### src/rtl/ds3_ohins_pkg.sv
package ds3_ohins_pkg;

   localparam int          SUBFRAMES = 7;
   localparam int          BLOCKS    = 8;
   localparam logic [2:0]  LAST_SUB  = 3'(SUBFRAMES - 1);
   localparam logic [2:0]  LAST_BLK  = 3'(BLOCKS - 1);

   typedef enum logic [2:0] {
      K_PAY, K_X, K_P, K_M0, K_M1, K_F0, K_F1, K_C
   } slot_kind_e;

   // Kind of the overhead slot in block blk of subframe sub (both from 0).
   function automatic slot_kind_e oh_kind(input logic [2:0] sub, input logic [2:0] blk);
      slot_kind_e k;
      if (blk == 3'd0) begin
         case (sub)
            3'd0, 3'd1: k = K_X;
            3'd2, 3'd3: k = K_P;
            3'd5:       k = K_M1;
            default:    k = K_M0;
         endcase
      end else begin
         case (blk)
            3'd1, 3'd7: k = K_F1;
            3'd3, 3'd5: k = K_F0;
            default:    k = K_C;
         endcase
      end
      return k;
   endfunction

endpackage

### src/rtl/ds3_ohins_seq.sv
module ds3_ohins_seq
   import ds3_ohins_pkg::*;
#(
   parameter int PAY_BITS = 84,
   localparam int BIT_W   = $clog2(PAY_BITS + 1)
) (
   input  logic             clk,
   input  logic             rst_n,
   output logic [BIT_W-1:0] bit_pos,
   output logic [2:0]       blk,
   output logic [2:0]       sub,
   output logic             frame_first,
   output logic             frame_last
);

   localparam logic [BIT_W-1:0] LAST_BIT = BIT_W'(PAY_BITS);

   always_ff @(posedge clk or negedge rst_n) begin
      if (!rst_n) begin
         bit_pos <= '0;
         blk     <= '0;
         sub     <= '0;
      end else if (bit_pos == LAST_BIT) begin
         bit_pos <= '0;
         if (blk == LAST_BLK) begin
            blk <= '0;
            sub <= (sub == LAST_SUB) ? 3'd0 : sub + 3'd1;
         end else begin
            blk <= blk + 3'd1;
         end
      end else begin
         bit_pos <= bit_pos + 1'b1;
      end
   end

   assign frame_first = (bit_pos == '0) && (blk == '0) && (sub == '0);
   assign frame_last  = (bit_pos == LAST_BIT) && (blk == LAST_BLK) && (sub == LAST_SUB);

endmodule

### src/rtl/ds3_ohins_parity.sv
module ds3_ohins_parity (
   input  logic clk,
   input  logic rst_n,
   input  logic pay_valid,
   input  logic pay_bit,
   input  logic frame_last,
   output logic p_bit
);

   logic acc;
   logic held;
   logic contrib;

   assign contrib = pay_valid & pay_bit;

   always_ff @(posedge clk or negedge rst_n) begin
      if (!rst_n) begin
         acc  <= 1'b0;
         held <= 1'b0;
      end else if (frame_last) begin
         held <= acc ^ contrib;
         acc  <= 1'b0;
      end else begin
         acc  <= acc ^ contrib;
      end
   end

   assign p_bit = held;

endmodule

### src/rtl/ds3_ohins_mux.sv
module ds3_ohins_mux
   import ds3_ohins_pkg::*;
(
   input  slot_kind_e kind,
   input  logic       in_bit,
   input  logic       ext_oh_en,
   input  logic       x_int,
   input  logic       p_bit,
   output logic       line_bit
);

   always_comb begin
      case (kind)
         K_PAY:       line_bit = in_bit;
         K_X:         line_bit = ext_oh_en ? in_bit : x_int;
         K_C:         line_bit = ext_oh_en & in_bit;
         K_P:         line_bit = p_bit;
         K_M1, K_F1:  line_bit = 1'b1;
         default:     line_bit = 1'b0;
      endcase
   end

endmodule

### src/rtl/ds3_ohins_top.sv
module ds3_ohins_top
   import ds3_ohins_pkg::*;
#(
   parameter int PAY_BITS = 84
) (
   input  logic clk,
   input  logic rst_n,
   input  logic ext_oh_en,
   input  logic sw_xbit,
   input  logic rx_los,
   input  logic rx_lof,
   input  logic rx_ais,
   input  logic in_bit,
   output logic oh_strobe,
   output logic pay_req,
   output logic out_bit,
   output logic out_sof
);

   localparam int BIT_W = $clog2(PAY_BITS + 1);

   if (PAY_BITS < 2) begin : g_bad_pay
      $error("ds3_ohins_top: PAY_BITS must be at least 2");
   end

   logic [BIT_W-1:0] bit_pos;
   logic [2:0]       blk;
   logic [2:0]       sub;
   logic             frame_first;
   logic             frame_last;
   logic             p_bit;
   logic             x_int;
   logic             line_bit;
   slot_kind_e       kind;

   ds3_ohins_seq #(.PAY_BITS(PAY_BITS)) u_seq (
      .clk         (clk),
      .rst_n       (rst_n),
      .bit_pos     (bit_pos),
      .blk         (blk),
      .sub         (sub),
      .frame_first (frame_first),
      .frame_last  (frame_last)
   );

   assign oh_strobe = (bit_pos == '0);
   assign pay_req   = ~oh_strobe;
   assign kind      = oh_strobe ? oh_kind(sub, blk) : K_PAY;
   assign x_int     = sw_xbit & ~(rx_los | rx_lof | rx_ais);

   ds3_ohins_parity u_par (
      .clk        (clk),
      .rst_n      (rst_n),
      .pay_valid  (pay_req),
      .pay_bit    (in_bit),
      .frame_last (frame_last),
      .p_bit      (p_bit)
   );

   ds3_ohins_mux u_mux (
      .kind      (kind),
      .in_bit    (in_bit),
      .ext_oh_en (ext_oh_en),
      .x_int     (x_int),
      .p_bit     (p_bit),
      .line_bit  (line_bit)
   );

   always_ff @(posedge clk or negedge rst_n) begin
      if (!rst_n) begin
         out_bit <= 1'b0;
         out_sof <= 1'b0;
      end else begin
         out_bit <= line_bit;
         out_sof <= frame_first;
      end
   end

endmodule

### config.mk
export PLATFORM = sky130hd
export DESIGN_NAME = ds3_ohins_top
export DESIGN_NICKNAME = d
export VERILOG_FILES = /design/src/rtl/ds3_ohins_pkg.sv /design/src/rtl/ds3_ohins_seq.sv /design/src/rtl/ds3_ohins_parity.sv /design/src/rtl/ds3_ohins_mux.sv /design/src/rtl/ds3_ohins_top.sv
export SDC_FILE = /design/constraint.sdc
export NUM_CORES = 1
export LEC_CHECK = 0
export BUFFER_PORTS_ARGS = -buffer_cell sky130_fd_sc_hd__buf_4
export CAP_MARGIN = 10
export CORE_UTILIZATION = 59
export CTS_CLUSTER_SIZE = 14
export DETAILED_ROUTE_END_ITERATION = 6
export PLACE_DENSITY_LB_ADDON = 0.1
export SKIP_LAST_GASP = 1
export SYNTH_ARGS = -nofsm -noshare
export SYNTH_HDL_FRONTEND = slang
export SYNTH_SLANG_ARGS = --single-unit
### constraint.sdc
create_clock -name clk -period 5.3 [get_ports clk]
set_clock_uncertainty 0.2 [all_clocks]
set_input_delay 0.795 -clock clk [delete_from_list [all_inputs] [get_ports clk]]
set_output_delay 0.795 -clock clk [all_outputs]
set_load 0.05 [all_outputs]
==> results.cfg <==
[die]
die_height_um = 42.4
initial_core_util_pct = 63.8
die_area_um2 = 1790
ios = 12
rows = 14
die_width_um = 42.4
core_area_um2 = 1510

[synthesis]
synthCells = 100
synth.area.top_cells = dfrtp_1 44%, ha_1 9.1%, nor2_1 4.7%
synth.distinct_cells = 34
syn_avg_cell_area_um2 = 9.61
ys_ff_latch = 17
synth_top_area_share_pct = 44.3
syn-num-nets = 115
synth_area_leader_cell = dfrtp_1
synth_area_um2 = 961
ys_warn_count = 0
ys_seq_area_share_pct = 44.3

[setup_path]
end_kind = output pin
rrSetupSlack_ns = 2.47
slowest_stage = or4_1
r2r-start = u_seq.bit_pos[0]
cp_max_fo = 6
reg2reg_depth = 7
critPathLaunchType = register
crit_arrival_ns = 2.12
path_class = reg2out
timing.rr.end = u_par.p_bit
worstPathRequired_ns = 4.30
path_cells = inv_1 > ha_1 > or3b_1 > or4_1 > inv_1 > buf_4
crit_path_max_incr_delay_ns = 0.51
crit_path_frequent_cell = inv_1

[grt]
grtUsageMet3_pct = 3.88
gr-total-overflow = 0
busiest_layer = met2
met2_usage_pct = 34.2
grt_pass1_wl_um = 3010
gr-usage-all-layers_pct = 22.9
antenna_found_initial = 0
grt_max_degree = 18
grt_pass1_vias = 693
grt_use_met1_pct = 31.7

[cells_and_area]
fillers = 123
diodes = 0
final_util_pct = 71.3
stdcell_area_um2 = 1070
seqCellArea_um2 = 425
layout.nets = 127
drive_gt1_share_pct = 17.1
synthToLayoutAreaGrowth_pct = 11.8
multi_input_area_um2 = 489

[cts]
cts_resized = 0
cts_root_buffer = clkbuf_4
clk_pin_slew_ns = 0.10
clock_sinks = 17
cts_htree_levels = 1
ctsHoldBuffers = 0
cts_setup_buffers = 0
tritoncts = yes
clock_latency_ns = 0.30
cts_made_buffers = 3
clockBufferDepth = 2

[sta]
relSlewSlack_pct = 45.6
rsz0062_at_grt = false
worst-slew-pin-transition_ns = 0.813
min_period_ns = 3.11
final-hold-violation-count = 0
setup_violations = 0
clock.fmax_mhz = 321
drv_slew = 0
finalCritPeriodShare_pct = 58.7
finalSetupTns_ns = 0
setup_ws_ns = 2.19

[drt]
num_vias = 729
post-route-drc-count = 0
first_pass_iters = 4
vias_per_cell = 5.74
avgRoutedWirePerCell_um = 13.0
finalWirelength_um = 1650
final_antenna_net_count = 0
drtIter0Drc = 21

[power]
total_power_uw = 224
p_leak_nw = 0.518
vdd_drop_max_mv = 0.152
power.density_nw_per_um2 = 208

[run]
maxCapViolCount = 0

[placement]
dp.final_hpwl_um = 1220
port_buffers = 11
dpl-instance-area_um2 = 1050
dp_slack_ns = 2.50
gp_congestion = 0.759

[hold_path]
hold_path_class = in2async

[outcome]
status = finished, final reports clean
how the worst max path moves through the flow:
stage / start / to / slack [ns]
after floorplan: u_seq.bit_pos[0] / oh_strobe / 2.32
after global placement: u_seq.bit_pos[0] / oh_strobe / 2.56
after detailed placement: u_seq.bit_pos[0] / u_par.p_bit / 2.50
after CTS: u_seq.bit_pos[0] / oh_strobe / 2.18
after global routing: u_seq.bit_pos[0] / oh_strobe / 2.03
final: u_seq.bit_pos[0] / oh_strobe / 2.19
Yosys cell counts:
| cell | instances |
|---|---|
| nor4b_1 | 1 |
| mux2_2 | 2 |
| a21oi_1 | 2 |
| and2_1 | 1 |
| a2111oi_0 | 1 |
| clkbuf_1 | 3 |
| clkbuf_2 | 1 |
| nor3_1 | 2 |
| xor2_1 | 3 |
| nor2b_1 | 4 |
| nand2_1 | 6 |
| a22oi_1 | 1 |
| or4_1 | 1 |
| mux2i_1 | 1 |
| nor4_1 | 1 |
| nand2b_1 | 1 |
| ha_1 | 7 |
| and3_2 | 1 |
| a31o_2 | 1 |
| and3_1 | 1 |
| or3b_1 | 1 |
| nor2_1 | 12 |
| xnor2_1 | 3 |
| a22o_1 | 1 |
| nand3_1 | 5 |
| a31oi_1 | 1 |
| o31ai_1 | 1 |
| a311oi_1 | 1 |
| inv_1 | 8 |
| o21ai_0 | 3 |
| a21o_1 | 2 |
| a221o_1 | 2 |
| dfrtp_1 | 17 |
| o211ai_1 | 2 |
placed cells by master, fill, tap and decap left out, drive strengths merged, types with 2 or more instances in the layout:
cell | Yosys | layout
dfrtp | 17 | 17
nor2 | 12 | 12
buf | 0 | 11
inv | 8 | 8
ha | 7 | 7
nand2 | 6 | 6
nand3 | 5 | 5
nor2b | 4 | 4
xnor2 | 3 | 3
xor2 | 3 | 3
o21ai | 3 | 3
clkbuf | 4 | 3
a221o | 2 | 2
o211ai | 2 | 2
a21o | 2 | 2
nor3 | 2 | 2
a21oi | 2 | 2
mux2 | 2 | 2
and3 | 2 | 2
per-stage QoR:
stage | hold WS, ns | cells
finish | 0.134 | 127
global route | 0.139 | 127
CTS | 0.132 | 127
detailed placement | 0.291 | 123
global placement | 0.278 | 123
floorplan | 0.254 | 100
final cells by class:
type	count	area share, %
multi-input combinational	71	45.5
sequential	17	39.6
timing repair buffer	11	7.68
inverter	8	2.79
clock buffer	3	2.10
tap	16	1.86
clock inverter	1	0.466
power by group:
| group | switching (mW) | internal [mW] | leakage (nW) |
|---|---|---|---|
| Sequential | 0.00154 | 0.134 | 0.213 |
| Clock | 0.0438 | 0.0282 | 0.0177 |
| Combinational | 0.00892 | 0.00746 | 0.287 |
cell families (layout without fill, tap and decap cells):
family                     after synthesis  in the layout  share of synthesized area (%)
AOI/OAI and AO/OA                       18             18                           13.7
xor gates and xnor gates                 6              6                           5.47
adders and majority gates                7              7                           9.11
buffers and inverters                   12             23                           4.82
DFF                                     17             17                           44.3
muxes                                    3              3                           3.39
and+or+nand+nor                         37             37                           19.3
registers in the layout (all words and copies together), names as in the netlist:
name	cells
out_sof	1
u_seq.sub	3
u_par.p_bit	1
u_seq.blk	3
out_bit	1
u_seq.bit_pos	7
u_par.acc	1
critical path: cells and delay by family, from the launching register on:
kind | cells | cell delay, ns
buffers and inverters | 3 | 0.38
flip-flops | 1 | 0.44
AND/OR/NAND/NOR | 2 | 0.86
adder cells (fa/ha/maj) | 1 | 0.13
layer usage:
layer  share of wire [%]  wire length [um]  vias up
li1                    -                 -      371
met1                  51               836      331
met2                  41               683       22
met3                 5.0                82        5
met4                 2.9                47        0
met5                   0                 0        -
No activity file was read; power rests on OpenSTA's default activity.
